$ cat config.mk
export PLATFORM = sky130hd
export DESIGN_NAME = glitch_filter_top
export DESIGN_NICKNAME = d
export VERILOG_FILES = /design/src/rtl/glitch_filter_pkg.sv /design/src/rtl/gf_regs.sv /design/src/rtl/gf_tick.sv /design/src/rtl/gf_lane.sv /design/src/rtl/glitch_filter_top.sv
export SDC_FILE = /design/constraint.sdc
export NUM_CORES = 2
export LEC_CHECK = 0
export ABC_AREA = 1
export BUFFER_PORTS_ARGS = -buffer_cell sky130_fd_sc_hd__buf_2
export CORE_MARGIN = 2
export CORE_UTILIZATION = 35
export CTS_CLUSTER_DIAMETER = 100
export DETAILED_ROUTE_END_ITERATION = 10
export GPL_TIMING_DRIVEN = 1
export PLACE_DENSITY = 0.59
export RECOVER_POWER = 25
export SYNTH_ARGS = -nofsm -noshare
export SYNTH_HDL_FRONTEND = slang
export SYNTH_SLANG_ARGS = --single-unit
$ cat constraint.sdc
create_clock -name clk -period 3.3 [get_ports clk]
set_input_delay 0.66 -clock clk [delete_from_list [all_inputs] [get_ports clk]]
set_output_delay 0.66 -clock clk [all_outputs]
set_load 0.1 [all_outputs]
$ cat src/rtl/glitch_filter_pkg.sv
package glitch_filter_pkg;

    // Per-line filter state
    typedef enum logic [1:0] {
        LN_PASS    = 2'd0,
        LN_STABLE  = 2'd1,
        LN_PENDING = 2'd2
    } lane_state_t;

    // Bit positions inside the clear register
    localparam int unsigned CLR_IVL_BIT = 0;
    localparam int unsigned CLR_FLT_BIT = 1;

endpackage

$ cat src/rtl/gf_regs.sv
module gf_regs #(
    parameter int unsigned LINES  = 24,
    parameter int unsigned IVL_W  = 20,
    parameter int unsigned ADDR_W = 4
) (
    input  logic              clk,
    input  logic              rst_n,
    input  logic              wr_en_i,
    input  logic [ADDR_W-1:0] addr_i,
    input  logic [7:0]        wdata_i,
    output logic [IVL_W-1:0]  interval_o,
    output logic [LINES-1:0]  enable_o,
    output logic              flt_clear_o
);
    import glitch_filter_pkg::*;

    localparam int unsigned IVL_BYTES = (IVL_W + 7) / 8;
    localparam int unsigned EN_BYTES  = (LINES + 7) / 8;
    localparam int unsigned EN_BASE   = IVL_BYTES;
    localparam int unsigned CLR_OFS   = EN_BASE + EN_BYTES;
    localparam logic [ADDR_W-1:0] CLR_ADDR = ADDR_W'(CLR_OFS);

    logic [IVL_W-1:0] ivl_q, ivl_d;
    logic [LINES-1:0] en_q, en_d;
    logic             flt_clr_q;
    logic             clr_hit;

    assign clr_hit = wr_en_i && (addr_i == CLR_ADDR);

    // Interval bits: byte i/8 loads bit i%8; the clear strobe wins
    for (genvar i = 0; i < IVL_W; i++) begin : g_ivl_bit
        always_comb begin
            if (clr_hit && wdata_i[CLR_IVL_BIT])
                ivl_d[i] = 1'b0;
            else if (wr_en_i && addr_i == ADDR_W'(i / 8))
                ivl_d[i] = wdata_i[i % 8];
            else
                ivl_d[i] = ivl_q[i];
        end
    end

    // Enable bits: line i lives in byte EN_BASE + i/8
    for (genvar i = 0; i < LINES; i++) begin : g_en_bit
        always_comb begin
            if (wr_en_i && addr_i == ADDR_W'(EN_BASE + i / 8))
                en_d[i] = wdata_i[i % 8];
            else
                en_d[i] = en_q[i];
        end
    end

    always_ff @(posedge clk or negedge rst_n) begin
        if (!rst_n) begin
            ivl_q     <= '0;
            en_q      <= '0;
            flt_clr_q <= 1'b0;
        end else begin
            ivl_q     <= ivl_d;
            en_q      <= en_d;
            flt_clr_q <= clr_hit && wdata_i[CLR_FLT_BIT];
        end
    end

    assign interval_o  = ivl_q;
    assign enable_o    = en_q;
    assign flt_clear_o = flt_clr_q;

    // an interval clear zeroes the interval at the write edge
    a_r8_clear_interval: assert property (@(posedge clk) disable iff (!rst_n)
        (wr_en_i && addr_i == CLR_ADDR && wdata_i[CLR_IVL_BIT]) |=> (interval_o == '0));

    // writes above the clear register change nothing
    a_r2_ignore_offset: assert property (@(posedge clk) disable iff (!rst_n)
        (wr_en_i && addr_i > CLR_ADDR) |=> ($stable(interval_o) && $stable(enable_o)));

    // the filter-state strobe lasts exactly one cycle
    a_r9_strobe_pulse: assert property (@(posedge clk) disable iff (!rst_n)
        (flt_clear_o && !$past(clr_hit)) |-> 1'b0);

endmodule

$ cat src/rtl/gf_tick.sv
module gf_tick #(
    parameter int unsigned TICK_DIV = 10
) (
    input  logic clk,
    input  logic rst_n,
    input  logic restart_i,
    output logic tick_o
);
    if (TICK_DIV <= 1) begin : g_every
        assign tick_o = 1'b1;
    end else begin : g_div
        localparam int unsigned CNT_W = $clog2(TICK_DIV);
        localparam logic [CNT_W-1:0] LAST = CNT_W'(TICK_DIV - 1);

        logic [CNT_W-1:0] cnt_q;

        always_ff @(posedge clk or negedge rst_n) begin
            if (!rst_n)
                cnt_q <= '0;
            else if (restart_i || cnt_q == LAST)
                cnt_q <= '0;
            else
                cnt_q <= cnt_q + 1'b1;
        end

        assign tick_o = (cnt_q == LAST);

        // ticks never come on back-to-back edges
        a_r7_tick_gap: assert property (@(posedge clk) disable iff (!rst_n)
            tick_o |=> !tick_o);
    end

endmodule

$ cat src/rtl/gf_lane.sv
module gf_lane #(
    parameter int unsigned IVL_W = 20
) (
    input  logic             clk,
    input  logic             rst_n,
    input  logic             raw_i,
    input  logic             enable_i,
    input  logic [IVL_W-1:0] interval_i,
    input  logic             tick_i,
    input  logic             clear_i,
    output logic             filt_o
);
    import glitch_filter_pkg::*;

    logic             meta_q, sync_q;
    logic             out_q;
    logic [IVL_W-1:0] cnt_q;
    lane_state_t      state_q, state_d;
    logic             bypass;
    logic             differs;
    logic             reach;

    // Two-flop synchronizer
    always_ff @(posedge clk or negedge rst_n) begin
        if (!rst_n) begin
            meta_q <= 1'b0;
            sync_q <= 1'b0;
        end else begin
            meta_q <= raw_i;
            sync_q <= meta_q;
        end
    end

    assign bypass  = !enable_i || (interval_i == '0);
    assign differs = (sync_q != out_q);
    assign reach   = tick_i && (({1'b0, cnt_q} + 1'b1) >= {1'b0, interval_i});

    // Next-state logic
    always_comb begin
        state_d = state_q;
        unique case (state_q)
            LN_PASS: begin
                if (!bypass) state_d = LN_STABLE;              // pass_to_stable
            end
            LN_STABLE: begin
                if (bypass)                 state_d = LN_PASS;     // any_to_pass
                else if (!clear_i && differs) state_d = LN_PENDING; // stable_to_pending
            end
            LN_PENDING: begin
                if (bypass)       state_d = LN_PASS;   // any_to_pass
                else if (clear_i) state_d = LN_STABLE; // pending_cleared
                else if (!differs) state_d = LN_STABLE; // pending_reject
                else if (reach)   state_d = LN_STABLE; // pending_accept
            end
            default: state_d = LN_PASS;
        endcase
    end

    // State register
    always_ff @(posedge clk or negedge rst_n) begin
        if (!rst_n) state_q <= LN_PASS;
        else        state_q <= state_d;
    end

    // Output and counter
    always_ff @(posedge clk or negedge rst_n) begin
        if (!rst_n) begin
            out_q <= 1'b0;
            cnt_q <= '0;
        end else if (bypass || clear_i) begin
            out_q <= sync_q;
            cnt_q <= '0;
        end else begin
            unique case (state_q)
                LN_PENDING: begin
                    if (!differs) begin
                        cnt_q <= '0;
                    end else if (reach) begin
                        out_q <= sync_q;
                        cnt_q <= '0;
                    end else if (tick_i) begin
                        cnt_q <= cnt_q + 1'b1;
                    end
                end
                default: cnt_q <= '0;
            endcase
        end
    end

    assign filt_o = out_q;

    // bypass copies the synchronized input one edge later
    a_r3_bypass_follow: assert property (@(posedge clk) disable iff (!rst_n)
        (!enable_i || interval_i == '0) |=> (filt_o == $past(sync_q)));

    // a filter-state clear loads the synchronized input
    a_r9_clear_loads: assert property (@(posedge clk) disable iff (!rst_n)
        clear_i |=> (filt_o == $past(sync_q)));

    // while filtering, the output moves only on a tick
    a_r7_change_on_tick: assert property (@(posedge clk) disable iff (!rst_n)
        (enable_i && interval_i != '0 && !clear_i && !tick_i) |=> $stable(filt_o));

    // a settled line holds its output until a mismatch is seen
    a_r5_stable_holds: assert property (@(posedge clk) disable iff (!rst_n)
        (state_q == LN_STABLE && enable_i && interval_i != '0 && !clear_i) |=> $stable(filt_o));

endmodule

$ cat src/rtl/glitch_filter_top.sv
module glitch_filter_top #(
    parameter int unsigned LINES    = 24,
    parameter int unsigned IVL_W    = 20,
    parameter int unsigned ADDR_W   = 4,
    parameter int unsigned TICK_DIV = 10
) (
    input  logic              clk,
    input  logic              rst_n,
    input  logic              reg_wr_en,
    input  logic [ADDR_W-1:0] reg_addr,
    input  logic [7:0]        reg_wdata,
    input  logic [LINES-1:0]  raw_in,
    output logic [LINES-1:0]  filt_out
);
    logic [IVL_W-1:0] interval;
    logic [LINES-1:0] enable;
    logic             flt_clear;
    logic             tick;

    gf_regs #(
        .LINES  (LINES),
        .IVL_W  (IVL_W),
        .ADDR_W (ADDR_W)
    ) u_regs (
        .clk         (clk),
        .rst_n       (rst_n),
        .wr_en_i     (reg_wr_en),
        .addr_i      (reg_addr),
        .wdata_i     (reg_wdata),
        .interval_o  (interval),
        .enable_o    (enable),
        .flt_clear_o (flt_clear)
    );

    gf_tick #(
        .TICK_DIV (TICK_DIV)
    ) u_tick (
        .clk       (clk),
        .rst_n     (rst_n),
        .restart_i (flt_clear),
        .tick_o    (tick)
    );

    for (genvar l = 0; l < LINES; l++) begin : g_lane
        gf_lane #(
            .IVL_W (IVL_W)
        ) u_lane (
            .clk        (clk),
            .rst_n      (rst_n),
            .raw_i      (raw_in[l]),
            .enable_i   (enable[l]),
            .interval_i (interval),
            .tick_i     (tick),
            .clear_i    (flt_clear),
            .filt_o     (filt_out[l])
        );
    end

endmodule

==> results by group <==
Outcome
  • Status: complete, but fails checks
  • Failing checks: max-capacitance violations, max-slew violations

Logic synthesis
  • Seq/Total Area, Yosys: 32.3%
  • Synth Cell Area: 50,300 um^2
  • #FFs+latches synth: roughly 650
  • Asr flop ratio synth: 100%
  • Top FF cell, synth: dfrtp_1
  • Synthesized area per cell: 7.29 um^2
  • EDFF count, synth: 0
  • Synth warn: 0
  • Yosys cell types: 55
  • Synth Instances: just under 7,000
  • Synthesized Nets: 7,443

Clock tree
  • Clock tree buffer depth: 3
  • Worst skew pair latency: 0.70 ns
  • CTS clk-pin slew, worst paths: 0.06 ns
  • CTS tree: yes
  • H-tree Lvls: 3
  • Sink Count: 649
  • CTS buffer count: 84
  • Root buf cell: clkbuf_16

Timing
  • Slew Limit Fails: 44
  • Slew @ Worst Pin: 1.54 ns
  • Hold Fails Final Rpt: 0
  • Final Critical Period: slightly above 3 ns
  • Final Worst Setup Slack: 0.225 ns
  • Final setup viols: 0
  • Peak Freq: 325 MHz
  • Worst slew margin: -2.92%
  • Final hold slack: 0.0705 ns
  • Layout Skew: 0.0299 ns
  • Final period util: between 90% and 100%

Route
  • # DRC: 0
  • Initial DRC Count: around 3,400
  • Total Wirelength: 148,000 um
  • Final ANT Viol Nets: 0
  • Drt wl/cell: roughly 17 um
  • Via density: 5.10
  • DR vias: 45,800
  • DRT Pass-1 Iters: 8

Layout
  • Fill count: 14,800
  • Nets: 7,550
  • Ratio of cells with drive above 1 in the final layout: 9.21%
  • Area growth, synth to finish: 12.6%

Place
  • Post-place setup slack: 0.0594 ns
  • Post-DP HPWL: 103,000 um
  • I/O Buffers: 62
  • Gp weighted congestion: 0.911

Worst setup path
  • Critical Path AT: roughly 3.6 ns
  • Max FO, Critical Path: 18
  • Critical Path Most Common Cell: nand2_1
  • CP Data Required Time: 3.86 ns
  • Critical path's top delay family: simple AND/OR/NAND/NOR gates
  • WS Path Type: flop to flop
  • R2R depth: 17
  • CP cell instances: nand2_1 -> nor3_2 -> nand2_1 -> nor2_2 -> nand3_1 -> xor2_1 -> ha_1 -> nand3_1 -> nor2_1 -> nand2_1 -> a21oi_1 -> nand2_1 -> nand2_1 -> nand2_1 -> nand2_1 -> buf_12 -> o22ai_1
  • R2r endpoint: g_lane[16].u_lane.cnt_q[1]
  • CP Buf/Inv Count: 1
  • Setup slack, reg-to-reg: 0.22 ns
  • Startpoint Class: flop
  • Max incr delay on CP: 0.42 ns
  • Reg2reg start: g_lane[16].u_lane.cnt_q[4]
  • Nature of the critical path endpoint: flop
  • Slowest CP cell: dfrtp_1

GRT
  • Largest net degree at the start of global routing: 102
  • Antenna violations before repair: 1
  • First-pass GRT wire length: 239,000 um
  • GRT overflow: 0
  • Number of global-route vias before repair: 44,000
  • GRT Util Overall: about 20%

Die
  • Die height: 383 um
  • Std cell rows: roughly 140
  • Die width: about 380 um
  • Die footprint: 147,000 um^2
  • Initial core utilization: 35.1%
  • IO Count: 63
  • Core ar.: 143,000 um^2

Power
  • Static Leak: 29.4 nW
  • PD cells: 453 nW/um^2
  • Peak supply drop: 0.000508 V

Hold path
  • Hold Path End: g_lane[13].u_lane.meta_q
  • Worst Hold Depth: 1
  • Type of the most critical hold path: primary input to flop
  • Beginning of the worst hold path: raw_in[13]

Run
  • Max Cap Viol: 1
[cell families after synthesis]
logic type      share of synthesized area [%]
compound gates                           6.95
xor+xnor                                 6.64
fa+ha+maj                                12.6
buf+inv                                  8.40
flops                                    32.3
simple gates                             33.1
[state kept, by name, indices dropped and copies added (netlist names)]
signal	cells
u_regs.flt_clear_o	1
g_lane.u_lane.filt_o	24
g_lane.u_lane.cnt_q	480
g_lane.u_lane.state_q	48
u_regs.enable_o	24
u_regs.interval_o	20
g_lane.u_lane.meta_q	24
g_lane.u_lane.sync_q	24
u_tick.g_div.cnt_q	4
[synthesized netlist by cell type, types with 3 or more instances]
library cell,count,area (um^2)
nand3_2,19,190
buf_1,6,22.5
dfrtp_1,649,16200
nor3_2,21,210
a21oi_2,11,96.3
nand2_2,28,175
o211ai_1,3,22.5
nand3_1,379,1900
o22ai_2,6,75.1
nor2_4,10,113
o22ai_1,23,144
or2_2,13,81.3
buf_2,108,541
nor4_1,6,37.5
nand2_4,5,56.3
o21bai_1,15,113
and3_1,9,56.3
nor3b_1,8,60.1
clkbuf_1,20,75.1
a21o_1,11,82.6
inv_1,758,2850
a21oi_1,234,1170
ha_1,506,6330
nand4_1,432,2700
buf_6,22,248
o21ai_1,59,295
xor2_1,247,2160
o21a_1,11,82.6
o21ai_0,201,1010
nor3_1,145,726
o21ai_2,37,324
inv_2,16,60.1
a31oi_1,5,31.3
buf_4,52,390
nor2_2,44,275
nand3b_1,26,195
nand2_1,2154,8090
nor2_1,445,1670
xnor2_1,134,1170
[layer usage]
layer | vias up | part of all wire, % | global-route usage [%]
li1 | 22900 | - | -
met4 | 0 | 2.9 | 5.56
met5 | - | 0 | 0
met3 | 233 | 5.1 | 2.78
met1 | 21600 | 47 | 27.9
met2 | 1027 | 45 | 32.5
[layout by cell type, fill, tap and decap left out, types with 118 or more instances in the layout]
cell type  netlist  layout
xnor2_1        134     132
a21oi_1        234     234
ha_1           506     504
dfrtp_1        649     638
buf_4           52     118
nor3_1         145     136
nand3_1        379     373
nor2_1         445     431
nand4_1        432     432
xor2_1         247     242
o21ai_0        201     200
nand2_1       2154    2151
inv_1          758     741
[layout make-up]
cell class              instances  area [um^2]  share of cell area [%]
well taps                    1903         2380                    4.21
clock inverters                36          464                   0.820
clock buffers                 112         2450                    4.33
multi-input cells            5263        30100                    53.2
flip-flops and latches        649        16300                    28.7
repair buffers                233         2020                    3.58
inverters                     774         2910                    5.14
diodes                          1         2.50                 0.00442
[worst max-delay path by stage]
stage | slack (ns) | cells past startpoint | endpoint | start
5_1_grt | -0.02 | 16 | g_lane[18].u_lane.cnt_q[2] | g_lane[18].u_lane.cnt_q[0]
4_1_cts | 0.03 | 19 | g_lane[14].u_lane.cnt_q[13] | g_lane[14].u_lane.cnt_q[0]
3_5_place_dp | 0.06 | 19 | g_lane[14].u_lane.cnt_q[16] | g_lane[14].u_lane.cnt_q[0]
3_3_place_gp | 0.14 | 16 | g_lane[6].u_lane.cnt_q[8] | g_lane[6].u_lane.cnt_q[0]
6_report | 0.22 | 17 | g_lane[16].u_lane.cnt_q[1] | g_lane[16].u_lane.cnt_q[4]
2_1_floorplan | 0.52 | 19 | g_lane[2].u_lane.cnt_q[0] | g_lane[2].u_lane.cnt_q[0]
[power by group]
group / switching (W) / total, W / internal [W]
combinational: 0.00511 / 0.00710 / 0.00199
clock: 0.00385 / 0.00976 / 0.00591
sequential: 0.000402 / 0.00878 / 0.00838
[stage by stage]
step	cells	instance area, um^2	TNS [ns]	util [%]	total power [W]
3_3_place_gp	8805	53300	0	37.2	0.0158
3_5_place_dp	8805	53300	0	37.2	0.0160
2_1_floorplan	6898	50300	0	-	0.0134
6_report	8971	56600	0	39.5	0.0256
5_1_grt	8970	56600	-0.0927	39.5	0.0270
4_1_cts	8954	56200	0	39.3	0.0259
[what timing repair did]
action,in CTS,in global routing
gates resized for setup,0,77
hold buffers,1,0
setup endpoints to repair,0,389
endpoints found under the hold margin,33,0
setup buffers,0,16
Note: power is estimated with default switching activity, not from simulation.
